## src/rtl/bseq_pkg.sv

```systemverilog
package bseq_pkg;
    typedef enum logic {
        ORD_LINEAR = 1'b0,
        ORD_XOR    = 1'b1
    } order_e;
endpackage

```

## src/rtl/bseq_load_reg.sv

```systemverilog
module bseq_load_reg
    import bseq_pkg::*;
#(
    parameter int ADDR_W = 20
) (
    input  logic              clk,
    input  logic              rst_n,
    input  logic              load,
    input  logic [ADDR_W-1:0] addr_in,
    input  order_e            order_in,
    output logic [ADDR_W-1:0] base_addr,
    output order_e            order_out
);
    typedef struct packed {
        logic [ADDR_W-1:0] base;
        order_e            order;
    } load_st_t;

    load_st_t st_d, st_q;

    always_comb begin
        st_d = st_q;
        if (load) begin
            st_d.base  = addr_in;
            st_d.order = order_in;
        end
    end

    always_ff @(posedge clk or negedge rst_n) begin
        if (!rst_n) begin
            st_q <= '{base: '0, order: ORD_LINEAR};
        end else begin
            st_q <= st_d;
        end
    end

    assign base_addr = st_q.base;
    assign order_out = st_q.order;

    // the captured mode changes only on a load edge
    p_order_hold_r9: assert property (@(posedge clk) disable iff (!rst_n)
        !load |=> $stable(order_out));
endmodule

```

## src/rtl/bseq_beat_ctr.sv

```systemverilog
module bseq_beat_ctr #(
    parameter int LOW_W = 2
) (
    input  logic             clk,
    input  logic             rst_n,
    input  logic             clear,
    input  logic             step,
    output logic [LOW_W-1:0] beat
);
    localparam logic [LOW_W-1:0] LAST_BEAT = '1;

    typedef struct packed {
        logic [LOW_W-1:0] cnt;
    } ctr_st_t;

    ctr_st_t st_d, st_q;

    always_comb begin
        st_d = st_q;
        if (clear) begin
            st_d.cnt = '0;
        end else if (step) begin
            st_d.cnt = st_q.cnt + 1'b1;
        end
    end

    always_ff @(posedge clk or negedge rst_n) begin
        if (!rst_n) begin
            st_q <= '{cnt: '0};
        end else begin
            st_q <= st_d;
        end
    end

    assign beat = st_q.cnt;

    p_clear_zero_r8: assert property (@(posedge clk) disable iff (!rst_n)
        clear |=> (beat == '0));
    p_step_one_r3: assert property (@(posedge clk) disable iff (!rst_n)
        (step && !clear && beat != LAST_BEAT) |=> (beat == $past(beat) + 1'b1));
    p_wrap_r7: assert property (@(posedge clk) disable iff (!rst_n)
        (step && !clear && beat == LAST_BEAT) |=> (beat == '0));
    p_idle_hold_r10: assert property (@(posedge clk) disable iff (!rst_n)
        (!step && !clear) |=> $stable(beat));
endmodule

```

## src/rtl/bseq_low_map.sv

```systemverilog
module bseq_low_map
    import bseq_pkg::*;
#(
    parameter int LOW_W = 2
) (
    input  logic [LOW_W-1:0] start_low,
    input  logic [LOW_W-1:0] beat,
    input  order_e           order,
    output logic [LOW_W-1:0] low_out
);
    logic [LOW_W-1:0] lin_low;
    logic [LOW_W-1:0] xor_low;

    // linear: add with carry dropped at LOW_W bits, so the group wraps
    assign lin_low = start_low + beat;

    for (genvar i = 0; i < LOW_W; i++) begin : g_xor_bit
        assign xor_low[i] = start_low[i] ^ beat[i];
    end

    always_comb begin
        unique case (order)
            ORD_XOR:    low_out = xor_low;
            default:    low_out = lin_low;
        endcase
    end

    // beat zero always returns the start offset in both orderings
    always_comb begin
        if (beat == '0) begin
            a_beat0_start_r4: assert (low_out == start_low);
        end
    end
endmodule

```

## src/rtl/burst_addr_seq.sv

```systemverilog
module burst_addr_seq
    import bseq_pkg::*;
#(
    parameter int ADDR_W = 20,
    parameter int LOW_W  = 2
) (
    input  logic              clk,
    input  logic              rst_n,
    input  logic              host_strobe,
    input  logic              ctrl_strobe,
    input  logic              advance,
    input  logic              order_sel,
    input  logic [ADDR_W-1:0] addr_in,
    output logic [ADDR_W-1:0] addr_out,
    output logic [LOW_W-1:0]  beat_idx
);
    localparam int HI_W = ADDR_W - LOW_W;

    logic              load;
    logic              step;
    logic [ADDR_W-1:0] base_addr;
    order_e            order_q;
    logic [LOW_W-1:0]  low_bits;

    // either strobe starts a burst and wins over advance
    assign load = host_strobe | ctrl_strobe;
    assign step = advance & ~load;

    bseq_load_reg #(.ADDR_W(ADDR_W)) u_load (
        .clk      (clk),
        .rst_n    (rst_n),
        .load     (load),
        .addr_in  (addr_in),
        .order_in (order_e'(order_sel)),
        .base_addr(base_addr),
        .order_out(order_q)
    );

    bseq_beat_ctr #(.LOW_W(LOW_W)) u_ctr (
        .clk  (clk),
        .rst_n(rst_n),
        .clear(load),
        .step (step),
        .beat (beat_idx)
    );

    bseq_low_map #(.LOW_W(LOW_W)) u_map (
        .start_low(base_addr[LOW_W-1:0]),
        .beat     (beat_idx),
        .order    (order_q),
        .low_out  (low_bits)
    );

    assign addr_out = {base_addr[ADDR_W-1:LOW_W], low_bits};

    p_capture_r2: assert property (@(posedge clk) disable iff (!rst_n)
        load |=> (addr_out == $past(addr_in) && beat_idx == '0));
    p_upper_fixed_r6: assert property (@(posedge clk) disable iff (!rst_n)
        !load |=> $stable(addr_out[ADDR_W-1:LOW_W]));
    p_hold_r10: assert property (@(posedge clk) disable iff (!rst_n)
        (!load && !advance) |=> ($stable(addr_out) && $stable(beat_idx)));
    p_strobe_wins_r8: assert property (@(posedge clk) disable iff (!rst_n)
        (load && advance) |=> (beat_idx == '0));

    initial begin
        a_width_ok: assert (HI_W > 0);
    end
endmodule

```

## config.mk

```make
export PLATFORM = sky130hd
export DESIGN_NAME = burst_addr_seq
export DESIGN_NICKNAME = d
export VERILOG_FILES = /design/src/rtl/bseq_pkg.sv /design/src/rtl/bseq_load_reg.sv /design/src/rtl/bseq_beat_ctr.sv /design/src/rtl/bseq_low_map.sv /design/src/rtl/burst_addr_seq.sv
export SDC_FILE = /design/constraint.sdc
export NUM_CORES = 1
export LEC_CHECK = 0
export BUFFER_PORTS_ARGS = -buffer_cell sky130_fd_sc_hd__buf_2
export CAP_MARGIN = 40
export CORE_MARGIN = 2
export CORE_UTILIZATION = 40
export DETAILED_ROUTE_END_ITERATION = 12
export PLACE_DENSITY = 0.7
export RECOVER_POWER = 50
export SLEW_MARGIN = 20
export SYNTH_ARGS = -nofsm -noshare
export SYNTH_HDL_FRONTEND = slang
export SYNTH_SLANG_ARGS = --single-unit
export TNS_END_PERCENT = 1
```

## constraint.sdc

```tcl
create_clock -name clk -period 1.1 [get_ports clk]
set_input_delay 0.055 -clock clk [delete_from_list [all_inputs] [get_ports clk]]
set_output_delay 0.055 -clock clk [all_outputs]
set_load 0.05 [all_outputs]
```

Yosys cells after proc, flatten, opt, wreduce, memory -nomap -nowiden --
Cells that the tools add are included.
Storage, ports and cells: register bits after elaboration 23, input port bits 26
Cells by class: $add $sub $neg 2, mux-type cells 3, bitwise gates (word level) 5, reductions and logical operators 1
Operators by type and width (count):
- 2-bit two-way mux | 3
- 2-bit by 1-bit adder with 2-bit output (second input constant) | 1
- 2-bit adder | 1
- 2-bit nonzero test | 1
- 1-bit XOR | 2
- 1-bit bitwise AND | 1
- 1-bit inverter | 1
- 1-bit bitwise OR | 1

Logic depth before layout (Yosys ltp) --
depth in word-level cells 5, gate-level depth with buffers 4

Hierarchy --
From an unflattened synthesis, not the netlist that was laid out.
Second synthesis, totals: cells, all modules 57, area, all modules 998.5 um^2
Modules (own cells, without submodules):
- bseq_load_reg | times used 1, cells an instance 44, area each 859.6 um^2, seq. area each 525.5 um^2
- bseq_beat_ctr | times used 1, cells an instance 7, area each 88.8 um^2, seq. area each 50.0 um^2
- bseq_low_map | times used 1, cells an instance 4, area each 36.3 um^2, seq. area each 0.0 um^2
- burst_addr_seq | times used 1, cells an instance 2, area each 13.8 um^2, seq. area each 0.0 um^2

Worst setup path after synthesis --
Ideal clock, no wire load.
kind register to output, start register u_ctr.st_q, in the netlist u_ctr.beat[0], end output port addr_out[1], arrival time 1816 ps, data required time 1045 ps, slack -771 ps, cell stages (with the launch flop) 4, cells stage by stage dfrtp_1 ha_1 nor2b_1 xnor2_1
On the way: word-level cells in the longest chain between the ends 2
Ends and longest elaborated chain:
- from (decl) | RTL line bseq_beat_ctr.sv:16 | ctr_st_t st_d, st_q;
- from (signal assigned) | RTL line bseq_beat_ctr.sv:29 | st_q <= '{cnt: '0};
- from (signal assigned) | RTL line bseq_beat_ctr.sv:31 | st_q <= st_d;
- 2-bit adder | RTL line bseq_low_map.sv:15 | assign lin_low = start_low + beat;
- 2-bit two-way mux | RTL line bseq_low_map.sv:22 | unique case (order)
- to (decl) | RTL line burst_addr_seq.sv:14 | output logic [ADDR_W-1:0] addr_out,
Every way passes these cells.

Worst setup path after layout --
Same ends and word-level chain as after synthesis.

==> impl_metrics.tcl <==
set metrics [dict create \
    dp_cells 136 \
    grt_use_met3_pct 1.59 \
    synth_top_family_by_area "multiplexers" \
    ant_nets 0 \
    synth_edf_count 0 \
    clk_pin_slew_worst_paths_ns 0.11 \
    yosys.cell_types.count 14 \
    power.leakage_nw 0.763 \
    r2r_cells 3 \
    violations "setup timing" \
    grt.busiest_layer "met2" \
    synthTopCellsByCount "dfrtp_1, buf_4, mux2_4" \
    finalCriticalPeriod_ns 1.37 \
    cts_max_path_buffers 2 \
    hold_violations 0 \
    synth_top_area_share_pct 50.3 \
    track_usage_pct 14.1 \
    numCtsBuffers 3 \
    hold_depth 3 \
    dr.pass1.iters 3 \
    cp-start-kind "flop" \
    vias_per_cell 4.37 \
    cts_max_level 1 \
    path_max_fanout 2 \
    layout_setup_ws_ns -0.275 \
    die-area_sq_um 3300 \
    layout.cells.non_filler 163 \
    synth_top_area_cell "dfrtp_1" \
    critPathKind "reg2out" \
    worstReg2RegStart "u_ctr.beat[0]" \
    reg2reg_to "u_ctr.beat[1]" \
    power_w 0.00194 \
    drc 0 \
    grt_first_pass_wirelength_um 3520 \
    drive_gt1_share_pct 56.1 \
    synth_warnings 0 \
    hold_end "u_ctr.beat[1]" \
    synth_seq_cells 23 \
    slowest_stage "dfrtp_2" \
    synth_area_leaders "dfrtp_1, mux2_4, buf_4, buf_12, mux2_2" \
    drt_iter0_drc 9 \
    met1_usage_pct 16.6 \
    worstPathCellList "ha_4 > nor2b_4 > xnor2_4 > buf_6" \
    insertedDiodeCount 0 \
    gp_congestion 0.723 \
    cpLargestDelayFamily "flip-flops" \
    synth_most_common_cell "dfrtp_1" \
    r2r_setup_slack_ns 0.14 \
    layout.nets 160 \
    grt_pass1_vias 808 \
    grt_use_met2_pct 24.8 \
    pre_cts_ws_ns -0.0580 \
    die-width_um 57.5 \
    yosys.area_share.simple_pct 2.08 \
    yosys.area_share.adder_pct 1.09 \
    hp-class "in2reg" \
    synthMuxAreaShare_pct 26.6 \
    cts_tree "built" \
    vdd.ir_drop.worst_mv 0.832 \
    worst_pin_slew_ns 0.542 \
    finClkSkew_ns 0.00113 \
    synth_xor_area_share_pct 2.30 \
    ys_async_sr_fraction_pct 100 \
    clkLatencyLatePin_ns 0.29 \
    hold_ws_ns 0.0558 \
    cts-root-buf "clkbuf_4" \
    powerDensity_nw_per_um2 1240 \
    grt_max_degree 24 \
    layout_worst_path_cycle_share_pct 125 \
    maxSlewViolCount 0 \
    maxCapViolCount 0 \
    ios 48 \
    syn-num-nets 102 \
    num_rows 19 \
    post-dp-hpwl_um 1410 \
    dieHeight_um 57.5 \
    port_buffers 47 \
    initial_utilization_pct 41.8 \
    antenna_found_initial 0 \
    synth_area_sq_um 1140 \
    ys_seq_area_share_pct 50.3 \
    cp.arrival_ns 1.32 \
    dr_total_vias 713 \
    max_freq_mhz 727 \
    synth_area_per_cell_sq_um 15.2 \
    cts.sinks 23 \
    netlist_instances 75 \
    synth_flop_cell "dfrtp_1" \
    wirelength_um 2060 \
    cp_num_buf_inv 1 \
    cp.required_ns 1.04 \
    grt_overflow 0 \
    wl_per_cell_um 12.6 \
    syn2layout_area_growth_pct 36.2 \
    max_slew_margin_pct 63.9 \
    fin_util_pct 57.0 \
    status "finished with violations" \
    worstHoldStart "advance" \
    end_kind "output pin" \
    rsz0062_at_grt "true" \
    slowest_delay_ns 0.44 \
    core-area_sq_um 2730 \
    synth_compound_area_share_pct 1.31 \
    setup_viol 2 \
]
registers in the layout, indices dropped and copies added (netlist names):
signal	count
u_load.base_addr	20
u_load.order_out	1
u_ctr.beat	2
layout by cell type (no fill, tap or decap), drive strengths merged:
cell type,n
mux2,21
nor2b,1
buf,50
or2,1
dfrtp,23
clkbuf,6
xnor2,3
dlygate4sd3,22
ha,1
a21oi,1
nand3b,1
a21bo,1
nor2,1
where the power goes:
group | switching (W) | leakage (nW) | internal, W
logic | 0.000368 | 0.479 | 0.000257
registers | 0.0000377 | 0.269 | 0.000913
clock network | 0.000222 | 0.0150 | 0.000141
total | 0.000628 | 0.763 | 0.00131
how the worst max path moves through the flow:
| stage | from | endpoint | slack, ns | cells past startpoint |
|---|---|---|---|---|
| finish | u_ctr.beat[0] | addr_out[1] | -0.27 | 4 |
| global route | u_load.base_addr[0] | addr_out[1] | -0.35 | 4 |
| CTS | u_ctr.beat[0] | addr_out[1] | -0.30 | 4 |
| detailed placement | u_ctr.beat[0] | addr_out[1] | -0.06 | 4 |
| global placement | u_ctr.beat[0] | addr_out[1] | -0.03 | 4 |
| floorplan | u_ctr.beat[0] | addr_out[1] | -0.17 | 3 |
what timing repair did:
| action | in CTS | in global routing |
|---|---|---|
| resized for setup | 9 | 0 |
| setup buffers | 1 | 0 |
| setup endpoints to repair | 3 | 4 |
| endpoints found under the hold margin | 44 | 0 |
| pin swaps | 1 | 1 |
| hold buffers | 22 | 0 |
worst reg2reg max path: stages, from the launching register on:
cell and delay, ns:
dfrtp_2 0.44, buf_4 0.16, a21bo_2 0.19, a21oi_1 0.11
kinds of logic (layout without fill, tap and decap cells):
| logic type | count (synthesis) | count (layout) |
|---|---|---|
| simple gates | 4 | 4 |
| fa+ha+maj | 1 | 1 |
| buf+inv | 21 | 78 |
| compound gates | 2 | 2 |
| xor+xnor | 3 | 3 |
| mux | 21 | 21 |
| flops | 23 | 23 |
through the flow:
| stage | area (sq um) | setup TNS [ns] |
|---|---|---|
| floorplan | 1180 | -0.168 |
| global placement | 1300 | -0.0348 |
| detailed placement | 1300 | -0.0580 |
| CTS | 1590 | -0.451 |
| global route | 1560 | -0.567 |
| finish | 1560 | -0.376 |
cell type report:
cell class	count	area, sq um
sequential	23	578
multi-input combinational	31	394
tap	31	38.8
clock buffer	4	26.3
timing repair buffer	74	520
fill	216	1180
metal layers:
| metal | routed length, um | vias up |
|---|---|---|
| met5 | 0 | - |
| met4 | 27 | 0 |
| met3 | 66 | 2 |
| met2 | 1160 | 18 |
| met1 | 810 | 349 |
| li1 | - | 344 |
(Power assumes the default switching activity.)
